## src/rtl/irq_pkg.sv

```systemverilog
package irq_pkg;
  localparam logic [1:0] MODE_LEVEL = 2'd0;
  localparam logic [1:0] MODE_PULSE = 2'd1;

  typedef struct packed {
    logic latchWin;   // capture arbitration winner into the request holder
    logic takeAck;    // core accepted: clear pending, push level
    logic popLevel;   // handler return: pop saved level
  } ctrlStrobe_t;
endpackage

```

## src/rtl/irqLine.sv

```systemverilog
module irqLine
  import irq_pkg::*;
(
  input  logic       clk,
  input  logic       rstN,
  input  logic       irqIn,
  input  logic       lineEn,
  input  logic [1:0] mode,
  input  logic       clrPend,
  output logic       lineReq
);
  logic s1Q, s2Q, s3Q, pendQ;
  logic isAsync, isLevel, riseSeen;

  assign isAsync  = mode[1];
  assign isLevel  = (mode == MODE_LEVEL);
  assign riseSeen = isAsync ? (s2Q & ~s3Q) : (s1Q & ~s2Q);

  always_ff @(posedge clk) begin
    if (!rstN) begin
      s1Q <= 1'b0;
      s2Q <= 1'b0;
      s3Q <= 1'b0;
    end else begin
      s1Q <= irqIn;
      s2Q <= s1Q;
      s3Q <= s2Q;
    end
  end

  always_ff @(posedge clk) begin
    if (!rstN)                      pendQ <= 1'b0;
    else if (!lineEn || isLevel)    pendQ <= 1'b0;
    else if (riseSeen)              pendQ <= 1'b1;
    else if (clrPend)               pendQ <= 1'b0;
  end

  assign lineReq = isLevel ? (s1Q & lineEn) : pendQ;

  // a line held off for two cycles never requests
  a_r6_gated_quiet: assert property (@(posedge clk) disable iff (!rstN)
    (!lineEn && !$past(lineEn)) |-> !lineReq);
endmodule

```

## src/rtl/irqControl.sv

```systemverilog
module irqControl
  import irq_pkg::*;
(
  input  logic        clk,
  input  logic        rstN,
  input  logic        winValid,
  input  logic        intAck,
  input  logic        levelRestore,
  output ctrlStrobe_t strobe,
  output logic        intReq
);
  typedef enum logic {ST_IDLE, ST_REQ} state_t;
  state_t stateQ, stateD;

  always_comb begin
    stateD          = stateQ;
    strobe.latchWin = 1'b0;
    strobe.takeAck  = 1'b0;
    unique case (stateQ)
      ST_IDLE: if (winValid) begin
        strobe.latchWin = 1'b1;
        stateD          = ST_REQ;
      end
      ST_REQ: if (intAck) begin
        strobe.takeAck = 1'b1;
        stateD         = ST_IDLE;
      end
      default: stateD = ST_IDLE;
    endcase
    strobe.popLevel = levelRestore && !strobe.takeAck;
  end

  always_ff @(posedge clk) begin
    if (!rstN) stateQ <= ST_IDLE;
    else       stateQ <= stateD;
  end

  assign intReq = (stateQ == ST_REQ);
endmodule

```

## src/rtl/irqDatapath.sv

```systemverilog
module irqDatapath
  import irq_pkg::*;
#(
  parameter int NUM_LINES = 8,
  parameter int CLASS_W   = 3,
  localparam int IDXW  = (NUM_LINES > 1) ? $clog2(NUM_LINES) : 1,
  localparam int AW    = IDXW + 1,
  localparam int DW    = CLASS_W + 3,
  localparam int DEPTH = (1 << CLASS_W) - 1
) (
  input  logic                 clk,
  input  logic                 rstN,
  input  logic [NUM_LINES-1:0] irqIn,
  input  logic                 cfgWe,
  input  logic [AW-1:0]        cfgAddr,
  input  logic [DW-1:0]        cfgWdata,
  output logic [DW-1:0]        cfgRdata,
  input  ctrlStrobe_t          strobe,
  output logic                 winValid,
  output logic [IDXW-1:0]      intVector,
  output logic [CLASS_W-1:0]   intClass,
  output logic [CLASS_W-1:0]   curLevel
);
  logic [CLASS_W-1:0] lineClass [NUM_LINES];
  logic [1:0]         lineMode  [NUM_LINES];
  logic [NUM_LINES-1:0] lineEnQ, lineReq;
  logic gEnQ;

  logic [IDXW-1:0]    vecQ, bestIdx;
  logic [CLASS_W-1:0] clsQ, bestCls, levelQ;
  logic [CLASS_W-1:0] stackQ [DEPTH];
  logic [CLASS_W-1:0] spQ;
  logic               bestValid;
  int                 selIdx;

  // configuration registers
  assign selIdx = int'(cfgAddr[IDXW-1:0]);

  always_ff @(posedge clk) begin
    if (!rstN) begin
      gEnQ    <= 1'b0;
      lineEnQ <= '0;
      for (int i = 0; i < NUM_LINES; i++) begin
        lineClass[i] <= '0;
        lineMode[i]  <= '0;
      end
    end else if (cfgWe) begin
      if (cfgAddr[AW-1]) begin
        gEnQ <= cfgWdata[0];
      end else if (selIdx < NUM_LINES) begin
        lineEnQ[selIdx]   <= cfgWdata[DW-1];
        lineMode[selIdx]  <= cfgWdata[DW-2:DW-3];
        lineClass[selIdx] <= cfgWdata[CLASS_W-1:0];
      end
    end
  end

  always_comb begin
    cfgRdata = '0;
    if (cfgAddr[AW-1])            cfgRdata[0] = gEnQ;
    else if (selIdx < NUM_LINES)  cfgRdata = {lineEnQ[selIdx], lineMode[selIdx], lineClass[selIdx]};
  end

  // per-line conditioning
  for (genvar g = 0; g < NUM_LINES; g++) begin : g_line
    irqLine u_line (
      .clk     (clk),
      .rstN    (rstN),
      .irqIn   (irqIn[g]),
      .lineEn  (lineEnQ[g] & gEnQ),
      .mode    (lineMode[g]),
      .clrPend (strobe.takeAck && (vecQ == IDXW'(g))),
      .lineReq (lineReq[g])
    );
  end

  // arbitration: highest class above level, lowest index on tie
  always_comb begin
    bestValid = 1'b0;
    bestIdx   = '0;
    bestCls   = '0;
    for (int i = NUM_LINES - 1; i >= 0; i--) begin
      if (lineReq[i] && (lineClass[i] > levelQ) &&
          (!bestValid || lineClass[i] >= bestCls)) begin
        bestValid = 1'b1;
        bestIdx   = IDXW'(i);
        bestCls   = lineClass[i];
      end
    end
  end

  // held request data
  always_ff @(posedge clk) begin
    if (!rstN) begin
      vecQ <= '0;
      clsQ <= '0;
    end else if (strobe.latchWin) begin
      vecQ <= bestIdx;
      clsQ <= bestCls;
    end
  end

  // state level and saved-level stack
  always_ff @(posedge clk) begin
    if (!rstN) begin
      levelQ <= '0;
      spQ    <= '0;
      for (int i = 0; i < DEPTH; i++) stackQ[i] <= '0;
    end else if (strobe.takeAck) begin
      stackQ[spQ] <= levelQ;
      spQ         <= spQ + 1'b1;
      levelQ      <= clsQ;
    end else if (strobe.popLevel && spQ != '0) begin
      levelQ <= stackQ[spQ - 1'b1];
      spQ    <= spQ - 1'b1;
    end
  end

  assign winValid  = bestValid;
  assign intVector = vecQ;
  assign intClass  = clsQ;
  assign curLevel  = levelQ;

  // every accepted handler finds room on the level stack
  a_r10_stack_room: assert property (@(posedge clk) disable iff (!rstN)
    strobe.takeAck |-> (spQ < CLASS_W'(DEPTH)));
  // popping an empty stack leaves the level alone
  a_r11_empty_pop: assert property (@(posedge clk) disable iff (!rstN)
    (strobe.popLevel && spQ == '0) |=> $stable(levelQ));
endmodule

```

## src/rtl/nestIrqCtrl.sv

```systemverilog
module nestIrqCtrl
  import irq_pkg::*;
#(
  parameter int NUM_LINES = 8,
  parameter int CLASS_W   = 3,
  localparam int IDXW = (NUM_LINES > 1) ? $clog2(NUM_LINES) : 1,
  localparam int AW   = IDXW + 1,
  localparam int DW   = CLASS_W + 3
) (
  input  logic                 clk,
  input  logic                 rstN,
  input  logic [NUM_LINES-1:0] irqIn,
  input  logic                 cfgWe,
  input  logic [AW-1:0]        cfgAddr,
  input  logic [DW-1:0]        cfgWdata,
  output logic [DW-1:0]        cfgRdata,
  output logic                 intReq,
  output logic [IDXW-1:0]      intVector,
  output logic [CLASS_W-1:0]   intClass,
  input  logic                 intAck,
  input  logic                 levelRestore,
  output logic [CLASS_W-1:0]   curLevel
);
  ctrlStrobe_t strobe;
  logic        winValid;

  irqControl u_ctrl (
    .clk          (clk),
    .rstN         (rstN),
    .winValid     (winValid),
    .intAck       (intAck),
    .levelRestore (levelRestore),
    .strobe       (strobe),
    .intReq       (intReq)
  );

  irqDatapath #(.NUM_LINES(NUM_LINES), .CLASS_W(CLASS_W)) u_dp (
    .clk       (clk),
    .rstN      (rstN),
    .irqIn     (irqIn),
    .cfgWe     (cfgWe),
    .cfgAddr   (cfgAddr),
    .cfgWdata  (cfgWdata),
    .cfgRdata  (cfgRdata),
    .strobe    (strobe),
    .winValid  (winValid),
    .intVector (intVector),
    .intClass  (intClass),
    .curLevel  (curLevel)
  );

  // request and its data are held until acknowledged
  a_r9_hold: assert property (@(posedge clk) disable iff (!rstN)
    (intReq && !intAck) |=> (intReq && $stable(intVector) && $stable(intClass)));
  // a forwarded request always outranks the running level
  a_r7_above_level: assert property (@(posedge clk) disable iff (!rstN)
    intReq |-> (intClass > curLevel));
  // acknowledge loads the class and drops the request
  a_r10_enter: assert property (@(posedge clk) disable iff (!rstN)
    (intReq && intAck) |=> (!intReq && curLevel == $past(intClass)));
endmodule

```

## config.mk

```make
export PLATFORM = sky130hd
export DESIGN_NAME = nestIrqCtrl
export DESIGN_NICKNAME = d
export VERILOG_FILES = /design/src/rtl/irq_pkg.sv /design/src/rtl/irqLine.sv /design/src/rtl/irqControl.sv /design/src/rtl/irqDatapath.sv /design/src/rtl/nestIrqCtrl.sv
export SDC_FILE = /design/constraint.sdc
export NUM_CORES = 1
export LEC_CHECK = 0
export BUFFER_PORTS_ARGS = -buffer_cell sky130_fd_sc_hd__buf_4
export CORE_MARGIN = 2
export CORE_UTILIZATION = 23
export DETAILED_ROUTE_END_ITERATION = 16
export GPL_TIMING_DRIVEN = 0
export SYNTH_ARGS = -nofsm -noshare
export SYNTH_HDL_FRONTEND = slang
export SYNTH_SLANG_ARGS = --single-unit
```

## constraint.sdc

```tcl
create_clock -name clk -period 25.2 [get_ports clk]
set_clock_uncertainty 0.15 [all_clocks]
set_input_delay 1.26 -clock clk [delete_from_list [all_inputs] [get_ports clk]]
set_output_delay 1.26 -clock clk [all_outputs]
set_load 0.02 [all_outputs]
```

# Word level (Yosys, flattened, before mapping)
# Memory sizes are Yosys's and may differ from the RTL's.
# Index checks and enable logic that the tools add are counted.
# op_classes
n_lt_le_gt_ge	18
muxes	92
eq_ne	7
n_reduce_logical	89
add_sub_neg	2
bitwise	51
# ops
op	n
$mux W3	25
$mux W1	60
$and A1 B1 Y1	32
$logic_and A1 B1 Y1	26
$gt A3 B3 Y1	8
$ge A3 B3 Y1	7
$not A1 Y1	19
$reduce_bool A2 Y1	9
$reduce_or A2 Y1	9
$logic_not A1 Y1	16
$logic_not A2 Y1	8
$logic_or A1 B1 Y1	15
$eq A3 B3 Y1 const B	4
$bwmux W8	1
$lt A3 B4 Y1 const B	2
$eq A3 B2 Y1 const B	2
$mux W6	1
$reduce_or A3 Y1	2
$mux W5	1
$add A3 B1 Y3 const B	1
$bmux W1 S3	1
$demux W1 S3	1
$eq A3 B1 Y1 const B	1
$ge A3 B1 Y1 const B	1
7 further kinds	7
# totals
output_inout_bits	16
wordCells	301
ram_bits	61
in_bits	23
ff_bits	54
n_memories	3
# mem_list
name	depth	word_bits	read_ports	rd_clocked_by_memory_dff	write_ports	line	source
u_dp.lineClass	8	3	9	0	8	irqDatapath.sv:24	logic [CLASS_W-1:0] lineClass [NUM_LINES];
u_dp.stackQ	7	3	1	0	7	irqDatapath.sv:31	logic [CLASS_W-1:0] stackQ [DEPTH];
u_dp.lineMode	8	2	9	0	8	irqDatapath.sv:25	logic [1:0] lineMode [NUM_LINES];

# Depth between registers and ports, before layout
# depth
ltp_word	35
depth_mapped	59
mapped_depth_nobuf	56

# Modules after synthesis
# From an unflattened synthesis, not the netlist that was laid out.
# unflattened
hier_cells	692
area_unflattened_um2	6725.2
# modules_own_cells
module	seq_area_each_um2	n_inst	area_per_inst_um2	cells_each
irqDatapath	2312.2	1	5451.5	566
irqLine	80.1	8	152.6	15
irqControl	20.0	1	52.6	6

# Worst setup path before layout
# OpenSTA, ideal clock, no wires.
# synth_path
kind	register to register
startpoint	register u_dp.levelQ[1] (netlist: u_dp.curLevel[1])
endpoint	register u_dp.vecQ[2] (netlist: u_dp.intVector[2])
stages_incl_launch_ff	60
period_less_slack_ps	10827
required_time_ps	24963
n_path_buf	3
arrival_ps	10590
setup_ps	87
path_slack_ps	14373
path_cell_list	dfxtp_1 -> inv_1 -> ha_1 -> nor2b_1 -> o311a_1 -> nand2_2 -> nor2_1 -> ha_1 -> nand2b_1 -> a21o_1 -> a21oi_1 -> a21oi_1 -> a22o_1 -> ha_1 -> nand2b_1 -> a21o_1 -> a221o_1 -> nor2b_4 -> [24 not listed] -> nand2_1 -> ha_1 -> nand2b_1 -> a21o_1 -> a21oi_1 -> nor2_1 -> a31oi_1 -> buf_2 -> nor2_1 -> a31oi_1 -> ha_1 -> nand2b_1 -> a21o_1 -> a21oi_1 -> nor2_1 -> nor4b_2 -> nand2_1 -> o31ai_1
# synth_via
elab_chain_len	33
elab_cells_between_ends	69
classes_between	order compare: 15; mux: 25; reduce/logical: 29
# synth_lines
element	line	source
start, declared	irqDatapath.sv:30	logic [CLASS_W-1:0] clsQ, bestCls, levelQ;
start signal, assigned	irqDatapath.sv:112	levelQ <= clsQ;
start signal, assigned	irqDatapath.sv:114	levelQ <= stackQ[spQ - 1'b1];
$gt A3 B3 Y1	irqDatapath.sv:83	if (lineReq[i] && (lineClass[i] > levelQ) &&
$logic_and A1 B1 Y1	irqDatapath.sv:83	
$mux W3 or $mux W1 (tied branches)	irqDatapath.sv:83	
$ge A3 B3 Y1 or $logic_not A1 Y1 (tied branches)	irqDatapath.sv:84	(!bestValid || lineClass[i] >= bestCls)) begin
$logic_or A1 B1 Y1	irqDatapath.sv:84	
$logic_and A1 B1 Y1	irqDatapath.sv:83	
$mux W3 or $mux W1 (tied branches)	irqDatapath.sv:83	
$ge A3 B3 Y1 or $logic_not A1 Y1 (tied branches)	irqDatapath.sv:84	
[17 not listed]	n/a	
$logic_and A1 B1 Y1	irqDatapath.sv:83	
$mux W3 or $mux W1 (tied branches)	irqDatapath.sv:83	
$ge A3 B3 Y1 or $logic_not A1 Y1 (tied branches)	irqDatapath.sv:84	
$logic_or A1 B1 Y1	irqDatapath.sv:84	
$logic_and A1 B1 Y1	irqDatapath.sv:83	
$mux W1	irqDatapath.sv:83	
$mux W1	irqControl.sv:20	ST_IDLE: if (winValid) begin
$mux W1	irqControl.sv:19	unique case (stateQ)
end signal, assigned	irqDatapath.sv:98	vecQ <= bestIdx;
end, declared	irqDatapath.sv:29	logic [IDXW-1:0] vecQ, bestIdx;
# Parallel ways exist; a longest one is shown, timed or not.
# A chain may end at the register's enable or synchronous reset.

# Worst setup path in the final report
# Ends and elaborated chain as after synthesis.

==> flow_summary.yaml <==
sta:
  slew_headroom_pct: 30.7
  post-route-period-util_pct: 48.7
  hold_viol: 0
  setup_violations: 0
  tightest_slew_ns: 1.03
  fin_crit_ns: 12.27
  drv_slew: 0
  grt_setup_unrepaired: "false"
  fin_setup_tns_ns: 0
  max_freq_mhz: 81.5
  setup_ws_ns: 12.93
worst_setup_path:
  criticalPathCategory: "flop to flop"
  r2r_cells: 59
  critical_path.slowest_cell: "nor4b_2"
  path_buf_inv: 4
  cp.required_ns: 25.38
  reg2reg_to: "u_dp.intVector[2]$_SDFFE_PN0P_"
  crit_start: "u_dp.curLevel[1]$_SDFFE_PN0P_"
  end_kind: "flop"
  worst_setup_path_start_kind: "flop"
  path_max_fanout: 10
  cp_common_cell: "ha_1"
  r2r_start: "u_dp.curLevel[1]$_SDFFE_PN0P_"
  r2r_slack_ns: 12.93
  critical_path.top_delay_family: "compound AO/OA/AOI/OAI gates"
  cpPeakStageDelay_ns: 0.58
  crit_arrival_ns: 12.45
final_layout:
  final_util_pct: 28.1
  area_growth_pct: 19.7
  layout_commonest_cell: "and2_1"
  fill_cells: 3073
  drive_gt1_share_pct: 12.7
  finalInstanceArea_mm2: 0.00811
  antenna_cells: 0
  nNetsFinal: 816
  layout_common_cells: "and2_1 (76), nand2_1 (71), nor2_1 (65), edfxtp_1 (61), dfxtp_1 (57)"
synth:
  synth_top_family_by_area: "simple AND/OR/NAND/NOR gates"
  post_synth_fa_ha_maj_area_fraction_pct: 8.86
  yosysTopAreaCell: "edfxtp_1"
  yosysSeqAreaShare_pct: 43.9
  ys_top_cells_by_area: "edfxtp_1 (27%), dfxtp_1 (17%), ha_1 (8.9%), and2_1 (7.0%), nand2_1 (3.9%)"
  ys_warn_count: 0
  syn_avg_cell_area_um2: 9.80
  synth_cell_type_count: 62
  syn_area_mm2: 0.00678
  synth_edf_count: 61
  synthArstFlopShare_pct: 0
  synthXorXnorAreaFrac_pct: 0.388
  synth_nets: 762
  synth_seq_cells: 118
  netlist_instances: 691
  synth-simple-area-share_pct: 21.6
  synth_compound_area_share_pct: 19.3
  synth_top_area_share_pct: 27.0
  synth_mux_area_share_pct: 2.90
  synthFlopType: "edfxtp_1"
place:
  gp_congestion: 0.804
  io_buffer_count: 35
  dpl_worst_slack_ns: 13.00
  dp_hpwl_mm: 14.6
  place_area_mm2: 0.00752
global_routing:
  grtUsageMet2_pct: 20.0
  track_usage_pct: 12.7
  grt_start_max_net_pins: 17
  grt_pass1_wl_mm: 30.0
  grt_use_met1_pct: 17.5
  grt_pass1_vias: 5276
  met3_usage_pct: 2.81
  grt.busiest_layer: "met2"
  antenna_found_initial: 0
  gr-total-overflow: 0
clock_tree:
  cts.htree.levels: 4
  clockBufferDepth: 2
  cts_tree: "yes"
  insertion_delay_ns: 0.42
  path_clk_slew_ns: 0.05
  cts_resized: 0
  post-cts-setup-buffers: 0
  cts-hold-fix-buffers: 0
  root_buffer: "clkbuf_16"
  cts.sinks: 118
  cts_buffers: 17
floorplanning:
  num_rows: 62
  die_x_um: 176
  ioPinCount: 39
  start_util_pct: 23.5
  die_area_mm2: 0.0308
  coreArea_mm2: 0.0289
  die-height_um: 176
power:
  power_density_mw_per_mm2: 77.8
  p_int_mw: 0.438
  irDropWorstVdd_uv: 39.3
  leakage_nw: 3.01
  switching_share_pct: 30.7
  pwr-share-comb_pct: 23.7
  power.switching_mw: 0.193
  p_clk_share_pct: 39.0
  p_seq_share_pct: 37.3
  power_mw: 0.631
min_path:
  min_path_cells: 2
  holdCritStartpoint: "u_dp.g_line[0].u_line.pendQ$_SDFFE_PP0P_"
  min_path_type: "flop to flop"
  whs_endpoint: "u_dp.g_line[0].u_line.pendQ$_SDFFE_PP0P_"
route:
  wire_per_inst_um: 16.6
  postRouteAntennaNets: 0
  drc: 0
  vias: 5464
  viasPerCell: 4.78
  drtPass1Iterations: 5
  drt_iter0_drc: 542
  drt-total-wl_mm: 19.0
run_status:
  status: "complete, no violations"
run:
  cap_violations: 0
-- synthesized netlist by cell type, drive strengths merged (2+ instances only) --
cell / number
a211oi: 4
a21o: 5
a21oi: 33
a221o: 5
a221oi: 11
a222oi: 3
a22o: 7
a22oi: 11
a31o: 2
a31oi: 9
and2: 76
and3: 4
and3b: 2
and4: 2
buf: 4
clkbuf: 16
dfxtp: 57
edfxtp: 61
ha: 48
inv: 30
mux2i: 5
mux4: 6
nand2: 72
nand2b: 17
nand3: 20
nand3b: 3
nor2: 65
nor2b: 12
nor3: 4
nor3b: 3
o211a: 3
o211ai: 8
o21a: 6
o21ai: 45
o221ai: 2
o22ai: 2
o311ai: 2
o31ai: 9
or2: 5
xnor2: 2
-- power groups by stage --
stage	logic (mW)	clock network (mW)	registers, mW
final	0.150	0.246	0.235
after CTS	0.150	0.248	0.235
after global placement	0.146	0	0.239
after floorplan	0.107	0	0.234
after global routing	0.168	0.257	0.237
after detailed placement	0.150	0	0.239
-- per-stage QoR --
stage / hold slack, ns / instances
after global routing: 0.346 / 1142
after floorplan: 0.286 / 691
after CTS: 0.318 / 1142
after detailed placement: 0.311 / 1110
final: 0.321 / 1142
after global placement: 0.304 / 1110
-- worst max-delay path by stage --
stage,slack [ns],end,depth (start not counted)
5_1_grt,11.81,u_dp.intVector[2]$_SDFFE_PN0P_,59
4_1_cts,12.96,u_dp.intVector[2]$_SDFFE_PN0P_,59
2_1_floorplan,14.37,u_dp.intVector[2]$_SDFFE_PN0P_,59
3_5_place_dp,13.00,u_dp.intVector[2]$_SDFFE_PN0P_,59
6_report,12.93,u_dp.intVector[2]$_SDFFE_PN0P_,59
3_3_place_gp,13.04,u_dp.intVector[2]$_SDFFE_PN0P_,59
-- area by class of cell --
type,count,area (µm²),area share [%]
clock buffer,21,460,5.68
multi-input combinational,523,3600,44.4
tap,384,480,5.92
inverter,30,113,1.39
buffer,20,91.3,1.13
timing repair buffer,35,263,3.24
clock inverter,11,131,1.62
sequential,118,2970,36.7
-- cell families after synthesis --
family          count (synthesis)
simple gates                  287
compound gates                173
flops                         118
buf+inv                        50
fa+ha+maj                      48
mux                            12
xor+xnor                        3
-- registers in the layout (all words and copies together), names as in the netlist --
name	flops
u_ctrl.intReq	1
u_dp.curLevel	3
u_dp.gEnQ	1
u_dp.g_line.u_line.pendQ	8
u_dp.g_line.u_line.s1Q	8
u_dp.g_line.u_line.s2Q	8
u_dp.g_line.u_line.s3Q	8
u_dp.intClass	3
u_dp.intVector	3
u_dp.lineClass	24
u_dp.lineEnQ	8
u_dp.lineMode	16
u_dp.spQ	3
u_dp.stackQ	24
-- worst register-to-register path: cells and delay by family (launching register included) --
kind                       cells  cell delay (ns)
AOI/OAI and AO/OA             26             5.54
and+or+nand+nor               21             3.04
adders and majority gates      8             2.15
buffers and inverters          4             0.86
DFF                            1             0.44
-- layer usage --
layer	up-vias	share of wire, %	wire length (µm)
met1	2658	47	8970
met2	148	46	8810
met4	0	1.4	266
met5	-	0	0
met3	27	4.8	907
li1	2631	-	-
(Power assumes the default switching activity.)
